===== src/rtl/pclk_div_pkg.sv =====
package pclk_div_pkg;

    // Stored code is the divisor minus this amount
    localparam int unsigned CODE_OFFSET = 2;

    // Width needed to hold the largest divisor for a given code width
    function automatic int unsigned div_width(input int unsigned code_w);
        return code_w + 1;
    endfunction

endpackage


===== src/rtl/pclk_cfg_stage.sv =====
module pclk_cfg_stage
    import pclk_div_pkg::*;
#(
    parameter int unsigned REG_W  = 16,
    parameter int unsigned LO_W   = 5,
    parameter int unsigned HI_W   = 5,
    parameter int unsigned HI_POS = 11,
    localparam int unsigned CODE_W = LO_W + HI_W,
    localparam int unsigned DIV_W  = div_width(CODE_W)
) (
    input  logic             clk,
    input  logic             rst_n,
    input  logic             cfg_we,
    input  logic [REG_W-1:0] cfg_wdata,
    input  logic             tc,
    output logic             bypass_o,
    output logic [DIV_W-1:0] divisor_o
);

    localparam int unsigned BYP_POS = LO_W;

    typedef struct packed {
        logic              bypass;
        logic [CODE_W-1:0] code;
    } setting_t;

    typedef struct packed {
        setting_t pend;
        setting_t act;
    } state_t;

    state_t state_d, state_q;
    setting_t wr_setting;
    logic [CODE_W-1:0] wr_code;
    logic unused_bits;

    // Field extraction; the high part supplies the upper code bits
    generate
        if (HI_W > 0) begin : g_split
            assign wr_code = {cfg_wdata[HI_POS+HI_W-1:HI_POS], cfg_wdata[LO_W-1:0]};
        end else begin : g_low_only
            assign wr_code = cfg_wdata[LO_W-1:0];
        end
    endgenerate

    assign unused_bits = ^cfg_wdata;

    always_comb begin
        wr_setting.bypass = cfg_wdata[BYP_POS];
        wr_setting.code   = wr_code;

        state_d = state_q;
        if (cfg_we) begin
            state_d.pend = wr_setting;
        end
        if (tc) begin
            state_d.act = state_q.pend;
        end

        bypass_o = state_q.act.bypass;
        if (state_q.act.bypass) begin
            divisor_o = DIV_W'(1);
        end else begin
            divisor_o = DIV_W'(state_q.act.code) + DIV_W'(CODE_OFFSET);
        end
    end

    always_ff @(posedge clk or negedge rst_n) begin
        if (!rst_n) begin
            state_q <= '0;
        end else begin
            state_q <= state_d;
        end
    end

endmodule


===== src/rtl/pclk_period_counter.sv =====
module pclk_period_counter #(
    parameter int unsigned DIV_W = 11
) (
    input  logic             clk,
    input  logic             rst_n,
    input  logic             bypass,
    input  logic [DIV_W-1:0] divisor,
    output logic             tc,
    output logic             pix_en
);

    typedef struct packed {
        logic [DIV_W-1:0] cnt;
        logic             en;
    } cnt_state_t;

    cnt_state_t st_d, st_q;

    always_comb begin
        st_d = st_q;
        tc   = bypass || (st_q.cnt == divisor - DIV_W'(1));
        if (tc) begin
            st_d.cnt = '0;
        end else begin
            st_d.cnt = st_q.cnt + DIV_W'(1);
        end
        st_d.en = tc;
        pix_en  = st_q.en;
    end

    always_ff @(posedge clk or negedge rst_n) begin
        if (!rst_n) begin
            st_q <= '0;
        end else begin
            st_q <= st_d;
        end
    end

endmodule


===== src/rtl/pclk_divider.sv =====
module pclk_divider #(
    parameter int unsigned REG_W  = 16,
    parameter int unsigned LO_W   = 5,
    parameter int unsigned HI_W   = 5,
    parameter int unsigned HI_POS = 11
) (
    input  logic                   clk,
    input  logic                   rst_n,
    input  logic                   cfg_we,
    input  logic [REG_W-1:0]       cfg_wdata,
    output logic                   pix_en,
    output logic [LO_W+HI_W:0]     div_eff
);

    localparam int unsigned DIV_W = pclk_div_pkg::div_width(LO_W + HI_W);

    logic             tc;
    logic             act_bypass;
    logic [DIV_W-1:0] act_div;

    pclk_cfg_stage #(
        .REG_W  (REG_W),
        .LO_W   (LO_W),
        .HI_W   (HI_W),
        .HI_POS (HI_POS)
    ) u_cfg (
        .clk       (clk),
        .rst_n     (rst_n),
        .cfg_we    (cfg_we),
        .cfg_wdata (cfg_wdata),
        .tc        (tc),
        .bypass_o  (act_bypass),
        .divisor_o (act_div)
    );

    pclk_period_counter #(
        .DIV_W (DIV_W)
    ) u_cnt (
        .clk     (clk),
        .rst_n   (rst_n),
        .bypass  (act_bypass),
        .divisor (act_div),
        .tc      (tc),
        .pix_en  (pix_en)
    );

    assign div_eff = act_div;

endmodule


===== config.mk =====
export PLATFORM = sky130hd
export DESIGN_NAME = pclk_divider
export DESIGN_NICKNAME = d
export VERILOG_FILES = /design/src/rtl/pclk_div_pkg.sv /design/src/rtl/pclk_cfg_stage.sv /design/src/rtl/pclk_period_counter.sv /design/src/rtl/pclk_divider.sv
export SDC_FILE = /design/constraint.sdc
export NUM_CORES = 1
export LEC_CHECK = 0
export ABC_CLOCK_PERIOD_IN_PS = 3770
export CAP_MARGIN = 20
export CORE_MARGIN = 4
export CORE_UTILIZATION = 40
export DETAILED_ROUTE_END_ITERATION = 8
export DONT_BUFFER_PORTS = 1
export PLACE_DENSITY = 0.5
export SLEW_MARGIN = 20
export SYNTH_ARGS = -nofsm -noshare
export SYNTH_HDL_FRONTEND = slang
export SYNTH_SLANG_ARGS = --single-unit
export TNS_END_PERCENT = 20

===== constraint.sdc =====
create_clock -name clk -period 3.77 [get_ports clk]
set_input_delay 0.1885 -clock clk [delete_from_list [all_inputs] [get_ports clk]]
set_output_delay 0.1885 -clock clk [all_outputs]
set_load 0.005 [all_outputs]

======== After elaboration in Yosys (flattened, before gate mapping) ========
Index checks and enable logic that the tools add are counted.
storage, ports and cells
  word-level logic and storage cells ...... 13
  output and inout bits ................... 12
  bits of input ports ..................... 19
  bits in registers ....................... 34
cells by class
  add/sub/neg operators ................... 3
  multiplexer cells ....................... 2
  eq/ne operators ......................... 1
  reduce and logical (&&, ||, !) cells .... 1
operator list
  operator                                                               count
  11-bit 2-to-1 mux                                                      2
  10-bit by 2-bit adder with 11-bit output (second input constant)       1
  11-bit by 1-bit adder with 11-bit output (second input constant)       1
  11-bit == test                                                         1
  11-bit by 1-bit subtractor with 11-bit output (second input constant)  1
  1-bit logical OR                                                       1

======== Longest topological paths before layout ========
Gate-level depths: netlist (run 1).
  depth in word-level cells ............... 6
  mapped depth ............................ 14
  depth with buffers taken out ............ 9

======== Hierarchy ========
A second synthesis (run 1) with hierarchy kept.
unflattened totals
  cell total of the unflattened synthesis .. 185
  area, all modules ....................... 1951.9 µm²
by module, submodules not included
  module               area each (µm²)  sequential area each (µm²)  cells an instance  times used
  pclk_cfg_stage       1002.2           550.5                       79                 1
  pclk_period_counter  949.7            300.3                       106                1

======== Least setup slack after synthesis (run 1) ========
Ideal clock, no wire load.
  path type ............................... register to register
  start ................................... register u_cfg.state_q, in the netlist u_cfg.bypass_o
  end ..................................... register u_cfg.state_q[3] in the netlist's numbering
  data arrival time ....................... 2987 ps
  required time ........................... 3645 ps
  stages on the path, launching flop included .. 14
  slack ................................... 658 ps
  setup time .............................. 125 ps
  period minus slack after synthesis ...... 3112 ps
  cells stage by stage .................... dfrtp_1 > buf_4 > clkbuf_1 > or2_2 > ha_1 > nand2b_1 > clkbuf_1 > xor3_1 > a32o_1 > nand3_1 > o311ai_1 > a41o_2 > buf_12 > mux2_4
between the ends
  longest elaborated chain between the ends .. 4
ends and longest elaborated chain
  what                                           RTL line                   source
  start, declared                                pclk_cfg_stage.sv:32       state_t state_d, state_q;
  start signal, assigned                         pclk_cfg_stage.sv:72       state_q <= state_d;
  11-bit 2-to-1 mux                              pclk_cfg_stage.sv:61       if (state_q.act.bypass) begin
  11-bit by 1-bit subtractor with 11-bit output  pclk_period_counter.sv:21  tc = bypass || (st_q.cnt == divisor - DIV_W'(1));
  11-bit == test                                 pclk_period_counter.sv:21
  1-bit logical OR *                             pclk_period_counter.sv:21
Every way passes the cells marked *; elsewhere a longest branch is shown, timed or not.
A chain may end at the register's enable or synchronous reset.

======== Final worst setup path (run 1) ========
  start ................................... register u_cfg.state_q[2] in the netlist's numbering
  end ..................................... register u_cfg.state_q[2] in the netlist's numbering
between the ends
  longest elaborated chain between the ends .. 5
ends and longest elaborated chain
  what                                           RTL line                   source
  10-bit by 2-bit adder with 11-bit output       pclk_cfg_stage.sv:64       divisor_o = DIV_W'(state_q.act.code) + DIV_W'(CODE_OFFSET);
  11-bit 2-to-1 mux                              pclk_cfg_stage.sv:61
  11-bit by 1-bit subtractor with 11-bit output  pclk_period_counter.sv:21
  11-bit == test                                 pclk_period_counter.sv:21
  1-bit logical OR                               pclk_period_counter.sv:21
No other way between the ends.

==> flow_summary_export.csv, run 1 <==
group,metric,value,unit
synthesis,synth_top_area_cell,"dfrtp_1",
synthesis,syn_area,2050,um^2
power_and_ir_drop,vdd.ir_drop.worst,421,uV
synthesis,synth_edf_count,0,
clocking,cts_buffers,5,
worst_setup_path,worstPathMaxFanout,12,
worst_setup_path,max_stage_delay,0.57,ns
worst_setup_path,critPathBufInv,0,
outcome,outcome,"completed",
synthesis,syn-num-nets,218,
timing,fin_crit_sh,91.0,%
grt,grt_pass1_wl,6.74,mm
die,die_height,79.6,um
worst_setup_path,crit_family,"compound AO/OA/AOI/OAI gates",
grt,antenna_found_initial,0,
worst_setup_path,crit_required,3.93,ns
grt,track_usage,14.0,%
route,wl_per_cell,15.2,um
layout,num-nets-final,223,
timing,setup_tns,0,ns
layout,area_growth,9.16,%
clocking,numClockSinks,34,
timing,drv_slew,0,
clocking,cts_setup_buffers,0,
run,cap_violations,0,
layout,diodes,0,
layout,final_layout_size_suffix_gt1_share,18.8,%
worst_setup_path,worst-path-stages,9,
route,drt_iter0_drc,133,
synthesis,ys_ff_latch,34,
synthesis,yosysMostFrequentCell,"dfrtp_1",
route,viasPerCell,5.35,
timing,timing.slew.headroom,57.8,%
grt,use_met3,5.08,%
route,postRouteAntennaNets,0,
power_and_ir_drop,p_per_area,806,nW/um^2
die,start_util,42.3,%
layout,fillers,468,
timing,max_freq,292,MHz
synthesis,synth.area.top_cells,"dfrtp_1 (42%), mux2_2 (8.2%), xnor2_1 (6.0%)",
route,wirelength,4.08,mm
worst_setup_path,reg2reg_depth,9,
min_path,hp-class,"in -> reg",
clocking,insertion_delay,0.28,ns
timing,setup-violations-final,0,
min_path,whs_path_depth,1,
timing,hold_violations,0,
grt,use_met2,20.3,%
synthesis,synth_common_cells,"dfrtp_1 (34), nor2_1 (20), mux2_2 (15)",
layout,seq_area,851,um^2
synthesis,synth_cell_types,44,
route,first_pass_iters,4,
clocking,cts_htree_levels,2,
grt,grt_max_degree,35,
synthesis,synth_ff_type,"dfrtp_1",
die,io_pins,31,
timing,rsz0062_at_grt,"false",
place,portBuffers,0,
die,core_area,4850,um^2
die,fp-row-count,25,
synthesis,syn_area_per_cell,10.5,um^2
worst_setup_path,arrival,3.59,ns
timing,fin_skew,0.00525,ns
route,via_count,1438,
timing,whs,0.0549,ns
grt,overflow,0,
grt,grt_pass1_vias,1362,
synthesis,yosysTopAreaCellShare,41.5,%
route,drc_errors,0,
worst_setup_path,path_cells,"ha_1, and2_1, a311oi_1, or3_1, nor3_1, or4_1, o311ai_1, a41o_2, mux2_2",
worst_setup_path,start_kind,"flop",
die,die_area,6330,um^2
grt,busiest_layer,"met2",
place,place_hpwl,3.08,mm
place,place.gp.congestion,0.781,
power_and_ir_drop,p_leak,0.000926,uW
die,die_w,79.6,um
synthesis,async_flop_share,100,%
layout,multi_input_area,1100,um^2
synthesis,synth_cells,196,
worst_setup_path,worst-setup-path-type,"reg -> reg",
grt,use_met1,19.2,%
synthesis,seq_area_frac_synth,41.5,%
clocking,cts_max_path_buffers,2,
clocking,cts_tree,"done",
clocking,cts-root-buf,"clkbuf_8",
clocking,clkTransAtPathRegs,0.07,ns
timing,worstMarginPinSlew,0.629,ns
worst_setup_path,crit_slowest_cell,"a311oi_1",
timing,finalCriticalPeriod,3.43,ns
worst_setup_path,crit_path_end_kind,"flop",
synthesis,yosys_warnings,0,
## placed cells by master (no fill, tap or decap), types with 4 or more instances in the layout
| cell | synthesis | final |
|---|---|---|
| dfrtp_1 | 34 | 34 |
| nor2_1 | 20 | 20 |
| mux2_2 | 15 | 15 |
| xnor2_1 | 14 | 14 |
| xor2_1 | 12 | 12 |
| nand3_1 | 11 | 11 |
| nand2_1 | 8 | 8 |
| inv_1 | 7 | 7 |
| nor3_1 | 7 | 7 |
| mux2_4 | 6 | 6 |
| o21ai_0 | 5 | 5 |
| clkbuf_8 | 0 | 5 |
| buf_4 | 3 | 5 |
| or3_1 | 4 | 4 |
| a21oi_1 | 4 | 4 |
| nand2b_1 | 4 | 4 |
## flip-flops by register name (all words and copies together) (netlist names)
signal	cells
u_cnt.st_q	11
u_cfg.bypass_o	1
u_cnt.pix_en	1
u_cfg.state_q	21
## power breakdown
group	leakage [uW]	total, uW	switching (uW)	internal, uW
logic	0.000457	864	451	413
clock network	0.0000524	320	122	198
registers	0.000417	619	146	473
## layout make-up
cell class	instances	share of cell area, %
Clock inverter	1	1.34
Clock buffer	7	3.41
Timing Repair Buffer	7	3.02
Inverter	7	1.17
Multi-Input combinational cell	146	49.3
Sequential cell	34	38.0
Tap cell	67	3.75
## repair_timing
| action | in CTS | in global routing |
|---|---|---|
| endpoints found under the hold margin | 34 | 0 |
| setup endpoints to repair | 0 | 0 |
| resized for setup | 0 | 0 |
| hold buffers | 2 | 0 |
## cells by family after synthesis
group / share of synthesized area, %
adders and majority gates: 1.83
and+or+nand+nor: 18.1
xor gates and xnor gates: 12.3
DFF: 41.5
muxes: 12.6
AOI/OAI and AO/OA: 8.97
buffers and inverters: 4.70
## worst register-to-register path, cell delays in order, from the launching register on
cell	delay (ns)
dfrtp_1	0.47
ha_1	0.30
and2_1	0.19
a311oi_1	0.57
or3_1	0.25
nor3_1	0.05
or4_1	0.47
o311ai_1	0.12
a41o_2	0.50
mux2_2	0.39
## worst paths after layout
| check | from | end | slack [ns] |
|---|---|---|---|
| setup / recovery | u_cfg.state_q[2] | u_cfg.state_q[2] | 0.34 |
| hold / removal | cfg_wdata[15] | u_cfg.state_q[20] | 0.05 |
| setup reg to reg | u_cfg.state_q[2] | u_cfg.state_q[2] | 0.34 |
| hold reg to reg | u_cfg.state_q[21] | u_cfg.bypass_o | 0.49 |
| max in group asynchronous | rst_n | u_cfg.state_q[16] | 3.23 |
| min in group asynchronous | rst_n | u_cnt.st_q[11] | 0.35 |
## metrics by stage
stage	setup WS [ns]	cells	area (um^2)	total power [uW]	util (%)
global placement	0.482	259	2100	1440	43.3
CTS	0.354	269	2240	1820	46.1
detailed placement	0.364	259	2100	1480	43.3
global route	0.160	269	2240	1950	46.1
finish	0.340	269	2240	1800	46.1
floorplan	0.658	196	2050	1300	-
## routing by layer
metal,vias to the layer above,wire length [um]
met3,4,257
met2,34,1870
met5,-,0
met1,703,1910
met4,0,39
li1,697,-
(Power assumes the default switching activity.)
==> run 2: changes to the inputs <==
--- a/config.mk
+++ b/config.mk
@@ -8,10 +8,10 @@
 export ABC_CLOCK_PERIOD_IN_PS = 3770
 export CAP_MARGIN = 20
 export CORE_MARGIN = 4
-export CORE_UTILIZATION = 40
+export CORE_UTILIZATION = 63
 export DETAILED_ROUTE_END_ITERATION = 8
 export DONT_BUFFER_PORTS = 1
-export PLACE_DENSITY = 0.5
+export PLACE_DENSITY = 0.75
 export SLEW_MARGIN = 20
 export SYNTH_ARGS = -nofsm -noshare
 export SYNTH_HDL_FRONTEND = slang
==> run 2 against run 1 <==
Effect of this change:
- core utilization increased by 28 points
- combinational power down 0.5%
- register-to-register slack improved by 0.11 ns
- clock power decreased by 20%
- first-iteration DRC count is 36% lower
- via count is 3.4% higher
- final cell count shrank 4.5%
- sequential cell count did not move
- power down 3.7%
- clock skew hardly changed
- clock-buffer cell count stayed put
- non-clock buffer count grew 11
- largest cell class unchanged
==> flow_summary_export.csv, run 2 (same netlist as run 1, synthesis figures left out) <==
group,metric,value,unit
grt,antenna_found_initial,0,
layout,diodes,0,
layout,final_layout_size_suffix_gt1_share,16.9,%
clocking,cts_buffers,5,
run,cap_violations,0,
clocking,cts-root-buf,"clkbuf_4",
clocking,insertion_delay,0.33,ns
layout,layout_commonest_cell,"dfrtp_1",
layout,stdcell_count,257,
route,drc_errors,0,
die,io_pins,31,
layout,regMostFlops,"u_cfg.state_q",
grt,use_met1,24.5,%
layout,area_growth,11.8,%
clocking,cts_tree,"done",
worst_setup_path,arrival,3.54,ns
grt,busiest_layer,"met2",
route,viasPerCell,5.79,
layout,largestRegisters,"u_cfg.state_q (21), u_cnt.st_q (11)",
timing,fin_crit_sh,88.0,%
place,post-place-cells,234,
worst_setup_path,crit_path_end_kind,"flop",
timing,fin_skew,0.00493,ns
outcome,outcome,"completed",
timing,finalCriticalPeriod,3.32,ns
clocking,cts_setup_buffers,0,
layout,fillers,225,
grt,grt_max_degree,35,
route,via_count,1487,
die,core_area,3080,um^2
place,place_hpwl,2.91,mm
worst_setup_path,crit_required,4.00,ns
layout,final_cell_mix,"dfrtp_1 (34), nor2_1 (20), mux2_2 (15)",
grt,track_usage,20.9,%
worst_setup_path,start_kind,"flop",
route,drt_iter0_drc,85,
clocking,clkTransAtPathRegs,0.10,ns
clocking,cts_htree_levels,2,
power_and_ir_drop,vdd.ir_drop.worst,457,uV
timing,worstMarginPinSlew,0.577,ns
grt,use_met3,5.89,%
power_and_ir_drop,p_leak,0.000957,uW
die,die_w,65.0,um
route,postRouteAntennaNets,0,
die,start_util,66.6,%
route,first_pass_iters,4,
min_path,hp-class,"in -> reg",
timing,hold_violations,0,
timing,timing.slew.headroom,61.6,%
timing,max_freq,301,MHz
place,portBuffers,0,
grt,grt_pass1_vias,1526,
timing,setup_tns,0,ns
worst_setup_path,worst-setup-path-type,"reg -> reg",
grt,grt_pass1_wl,6.80,mm
place,place.gp.congestion,0.855,
clocking,numClockSinks,34,
clocking,post_cts_resized,0,
timing,drv_slew,0,
worst_setup_path,worstPathMaxFanout,12,
layout,num-nets-final,234,
route,wl_per_cell,15.7,um
die,fp-row-count,20,
clocking,cts_max_path_buffers,2,
die,die_height,65.0,um
timing,setup-violations-final,0,
die,die_area,4230,um^2
grt,overflow,0,
layout,largest_reg_flops,21,
timing,rsz0062_at_grt,"false",
power_and_ir_drop,p_per_area,758,nW/um^2
grt,use_met2,37.0,%
route,wirelength,4.03,mm
-- run 2: cell types whose count changed in the layout (fill, tap and decap cells not counted) --
| cell | delta |
|---|---|
| buf_4 | -2 |
| clkbuf_4 | +5 |
| clkbuf_8 | -5 |
| dlygate4sd3_1 | +13 |
-- run 2: final timing paths --
check / from / to / slack (ns) / depth (start not counted)
setup / recovery: u_cfg.state_q[2] / u_cfg.state_q[2] / 0.45 / 9
hold / removal: cfg_we / u_cfg.state_q[12] / 0.01 / 1
setup reg to reg: u_cfg.state_q[2] / u_cfg.state_q[2] / 0.45 / 9
hold reg to reg: u_cfg.state_q[21] / u_cfg.bypass_o / 0.48 / 1
max in group asynchronous: rst_n / u_cnt.st_q[8] / 3.29 / 2
min in group asynchronous: rst_n / u_cfg.state_q[8] / 0.30 / 2
-- run 2: what timing repair did --
action | 4_1_cts | 5_1_grt
endpoints found under the hold margin | 40 | 7
hold buffers | 9 | 6
setup endpoints to repair | 0 | 0
-- run 2: area by class of cell --
class                   instances  area, um^2  area share, %
clock buffers                   7        45.0           1.97
clock inverters                 1        30.0           1.31
inverters                       7        26.3           1.15
multi-input cells             146        1100           48.1
flip-flops and latches         34         851           37.1
well taps                      44        55.1           2.40
repair buffers                 18         183           7.97
-- run 2: critical path, cell delays in order, from the launching register on --
cell and delay (ns):
dfrtp_1 0.49, ha_1 0.31, and2_1 0.20, a311oi_1 0.51
or3_1 0.24, nor3_1 0.05, or4_1 0.46, o311ai_1 0.10
a41o_2 0.46, mux2_2 0.38
-- run 2: power breakdown --
part	total (uW)	internal [uW]	switching, uW	leakage, uW
clock network	256	141	115	0.0000395
logic	860	409	452	0.000501
registers	621	472	148	0.000417
-- run 2: metrics by stage --
stage	util, %	hold slack [ns]	worst slack [ns]	area [um^2]	power (uW)
after floorplan	-	-0.107	0.658	2050	1300
after global placement	66.8	-0.106	0.556	2060	1410
after detailed placement	66.8	-0.106	0.491	2060	1460
after CTS	72.5	0.000948	0.479	2230	1740
after global routing	74.5	0.000810	0.250	2290	1880
final	74.5	0.0117	0.453	2290	1740
-- run 2: per-layer routing --
metal / vias up / routed length (um)
met5: - / 0
met4: 0 / 46
met3: 6 / 206
met2: 26 / 2010
met1: 730 / 1770
li1: 725 / -
==> run 3: changes to the inputs <==
--- a/config.mk
+++ b/config.mk
@@ -8,12 +8,13 @@
 export ABC_CLOCK_PERIOD_IN_PS = 3770
 export CAP_MARGIN = 20
 export CORE_MARGIN = 4
-export CORE_UTILIZATION = 63
+export CORE_UTILIZATION = 62
 export DETAILED_ROUTE_END_ITERATION = 8
 export DONT_BUFFER_PORTS = 1
-export PLACE_DENSITY = 0.75
+export PLACE_DENSITY = 0.74
 export SLEW_MARGIN = 20
 export SYNTH_ARGS = -nofsm -noshare
 export SYNTH_HDL_FRONTEND = slang
+export SYNTH_HIERARCHICAL = 1
 export SYNTH_SLANG_ARGS = --single-unit
 export TNS_END_PERCENT = 20
==> run 3 against run 2 <==
Effect of this change:
- sequential cell count is the same
- critical path depth is the same
- sequential share of layout area shrank 0.081 points
- routed wire length grew 2.2%
- largest power group unchanged
- design area grew 0.22%
- maximum frequency shrank 3.8%
- clock skew grew 0.00076 ns
- setup slack lost 0.13 ns
- via count shrank 0.74%
- power grew 0.10%
- highest routed layer unchanged
- global-route usage grew 0.72 points
==> flow_summary_export.csv, run 3 <==
group,metric,value,unit
power_and_ir_drop,power,1740,uW
min_path,hp-class,"in -> reg",
route,via_count,1476,
worst_setup_path,worstPathMaxFanout,13,
synthesis,yosysTopAreaCellShare,43.6,%
layout,final_cell_mix,"dfrtp_1 (34), mux2_2 (22), dlygate4sd3_1 (18)",
place,place_hpwl,2.78,mm
synthesis,synth.area.top_cells,"dfrtp_1 (44%), mux2_2 (13%), xor2_1 (7.2%)",
outcome,outcome,"completed",
synthesis,syn_area_per_cell,10.6,um^2
synthesis,syn_area,1950,um^2
die,core_area,3030,um^2
route,drc_errors,0,
layout,diodes,0,
clocking,clkTransAtPathRegs,0.10,ns
timing,max_freq,290,MHz
layout,largestRegisters,"u_cfg/state_q (21), u_cnt/st_q (11)",
worst_setup_path,start_kind,"flop",
place,portBuffers,0,
route,postRouteAntennaNets,0,
clocking,cts_buffers,5,
clocking,cts_setup_buffers,0,
clocking,cts_tree,"done",
worst_setup_path,crit_slowest_cell,"or4b_4",
synthesis,synth_common_cells,"dfrtp_1 (34), mux2_2 (22), xor2_1 (16)",
synthesis,synth_edf_count,0,
timing,timing.slew.headroom,57.5,%
worst_setup_path,worst-setup-path-type,"reg -> reg",
synthesis,ys_ff_latch,34,
route,viasPerCell,5.79,
route,wirelength,4.12,mm
synthesis,async_flop_share,100,%
worst_setup_path,path_cells,"ha_1, xnor2_1, nor2_1, or4b_4, or3_1, a21o_1, a2111oi_4, a21o_2, mux2_2",
die,die_w,64.1,um
synthesis,synth_cell_types,39,
route,wl_per_cell,16.1,um
timing,hold_violations,0,
grt,grt_pass1_wl,6.85,mm
grt,grt_max_degree,35,
timing,worstMarginPinSlew,0.632,ns
place,place.gp.congestion,0.859,
layout,layout_commonest_cell,"dfrtp_1",
timing,whs,0.0128,ns
synthesis,synth_ff_type,"dfrtp_1",
worst_setup_path,crit_path_end_kind,"flop",
clocking,cts_max_path_buffers,2,
route,first_pass_iters,4,
place,dpl_cell_area,2040,um^2
power_and_ir_drop,p_per_area,757,nW/um^2
clocking,numClockSinks,34,
die,io_pins,31,
timing,fin_crit_sh,91.4,%
die,die_area,4110,um^2
place,place_ws,0.239,ns
power_and_ir_drop,vdd.ir_drop.worst,398,uV
clocking,cts_htree_levels,2,
run,cap_violations,0,
layout,num-nets-final,232,
timing,setup_tns,0,ns
clocking,cts-root-buf,"clkbuf_4",
timing,setup-violations-final,0,
die,fp-row-count,20,
synthesis,yosysMostFrequentCell,"dfrtp_1",
timing,rsz0062_at_grt,"false",
worst_setup_path,crit_required,3.99,ns
timing,fin_skew,0.00569,ns
synthesis,seq_area_frac_synth,43.6,%
worst_setup_path,max_stage_delay,0.60,ns
synthesis,syn-num-nets,207,
route,drt_iter0_drc,95,
layout,fillers,215,
layout,largest_reg_flops,21,
layout,area_growth,17.7,%
die,start_util,64.5,%
timing,layout_setup_ws,0.322,ns
grt,antenna_found_initial,0,
synthesis,synth_cells,185,
layout,regMostFlops,"u_cfg/state_q",
die,die_height,64.1,um
timing,finalCriticalPeriod,3.45,ns
clocking,insertion_delay,0.33,ns
worst_setup_path,arrival,3.66,ns
power_and_ir_drop,p_leak,0.000946,uW
timing,drv_slew,0,
layout,final_layout_size_suffix_gt1_share,22.3,%
grt,grt_pass1_vias,1479,
layout,final_area,2300,um^2
synthesis,yosys_warnings,6,
synthesis,synth_top_area_cell,"dfrtp_1",
grt,overflow,0,
grt,track_usage,21.6,%
run 3: layer usage:
layer  global-route usage [%]  vias to the layer above  wire length (um)
met4                     6.60                        0                59
met1                     27.4                      714              1830
met5                        0                        -                 0
met3                     7.73                        7               296
met2                     34.6                       37              1930
li1                         -                      718                 -
run 3: repair_timing:
item,CTS,global route
endpoints found under the setup margin,0,1
resized for setup,0,1
endpoints found under the hold margin,44,3
hold buffers,16,3
run 3: cells by family after synthesis:
logic type | synth area share, %
xor+xnor | 10.3
compound gates | 11.2
mux | 13.2
simple gates | 16.9
buf+inv | 2.82
flops | 43.6
fa+ha+maj | 1.92
run 3: report_power, final:
group          total, uW  switching (uW)  internal, uW
Clock                205             115          90.3
Combinational        978             541           438
Sequential           555            97.7           457
Total               1740             753           985
run 3: layout make-up:
class	count	area (um^2)	share of cell area, %
multi-input combinational	139	1060	46.1
sequential	34	851	37.0
timing repair buffer	27	260	11.3
clock buffer	7	55.1	2.40
tap	44	55.1	2.40
inverter	3	11.3	0.490
clock inverter	1	5.00	0.218
run 3: final timing paths:
kind / startpoint / endpoint / slack (ns) / cells past startpoint
max in group asynchronous: rst_n / u_cnt/st_q[9] / 3.30 / 2
hold / removal: cfg_we / u_cfg/state_q[11] / 0.01 / 1
setup / recovery: u_cfg/state_q[1] / u_cfg/state_q[9] / 0.32 / 9
hold reg to reg: u_cfg/state_q[19] / u_cfg/state_q[8] / 0.50 / 2
min in group asynchronous: rst_n / u_cfg/state_q[3] / 0.29 / 2
setup reg to reg: u_cfg/state_q[1] / u_cfg/state_q[9] / 0.32 / 9
run 3: critical path: cells and delay by family (launching register included):
kind                     cells  cell delay (ns)
flip-flops                   1             0.45
AO/OA/AOI/OAI                3             0.97
multiplexers                 1             0.38
XOR/XNOR                     1             0.16
AND/OR/NAND/NOR              3             1.11
adder cells (fa/ha/maj)      1             0.26
run 3: stage by stage:
step | utilization (%) | instances
floorplan | - | 185
global placement | 67.2 | 228
detailed placement | 67.2 | 228
CTS | 74.8 | 252
global route | 75.9 | 255
finish | 75.9 | 255
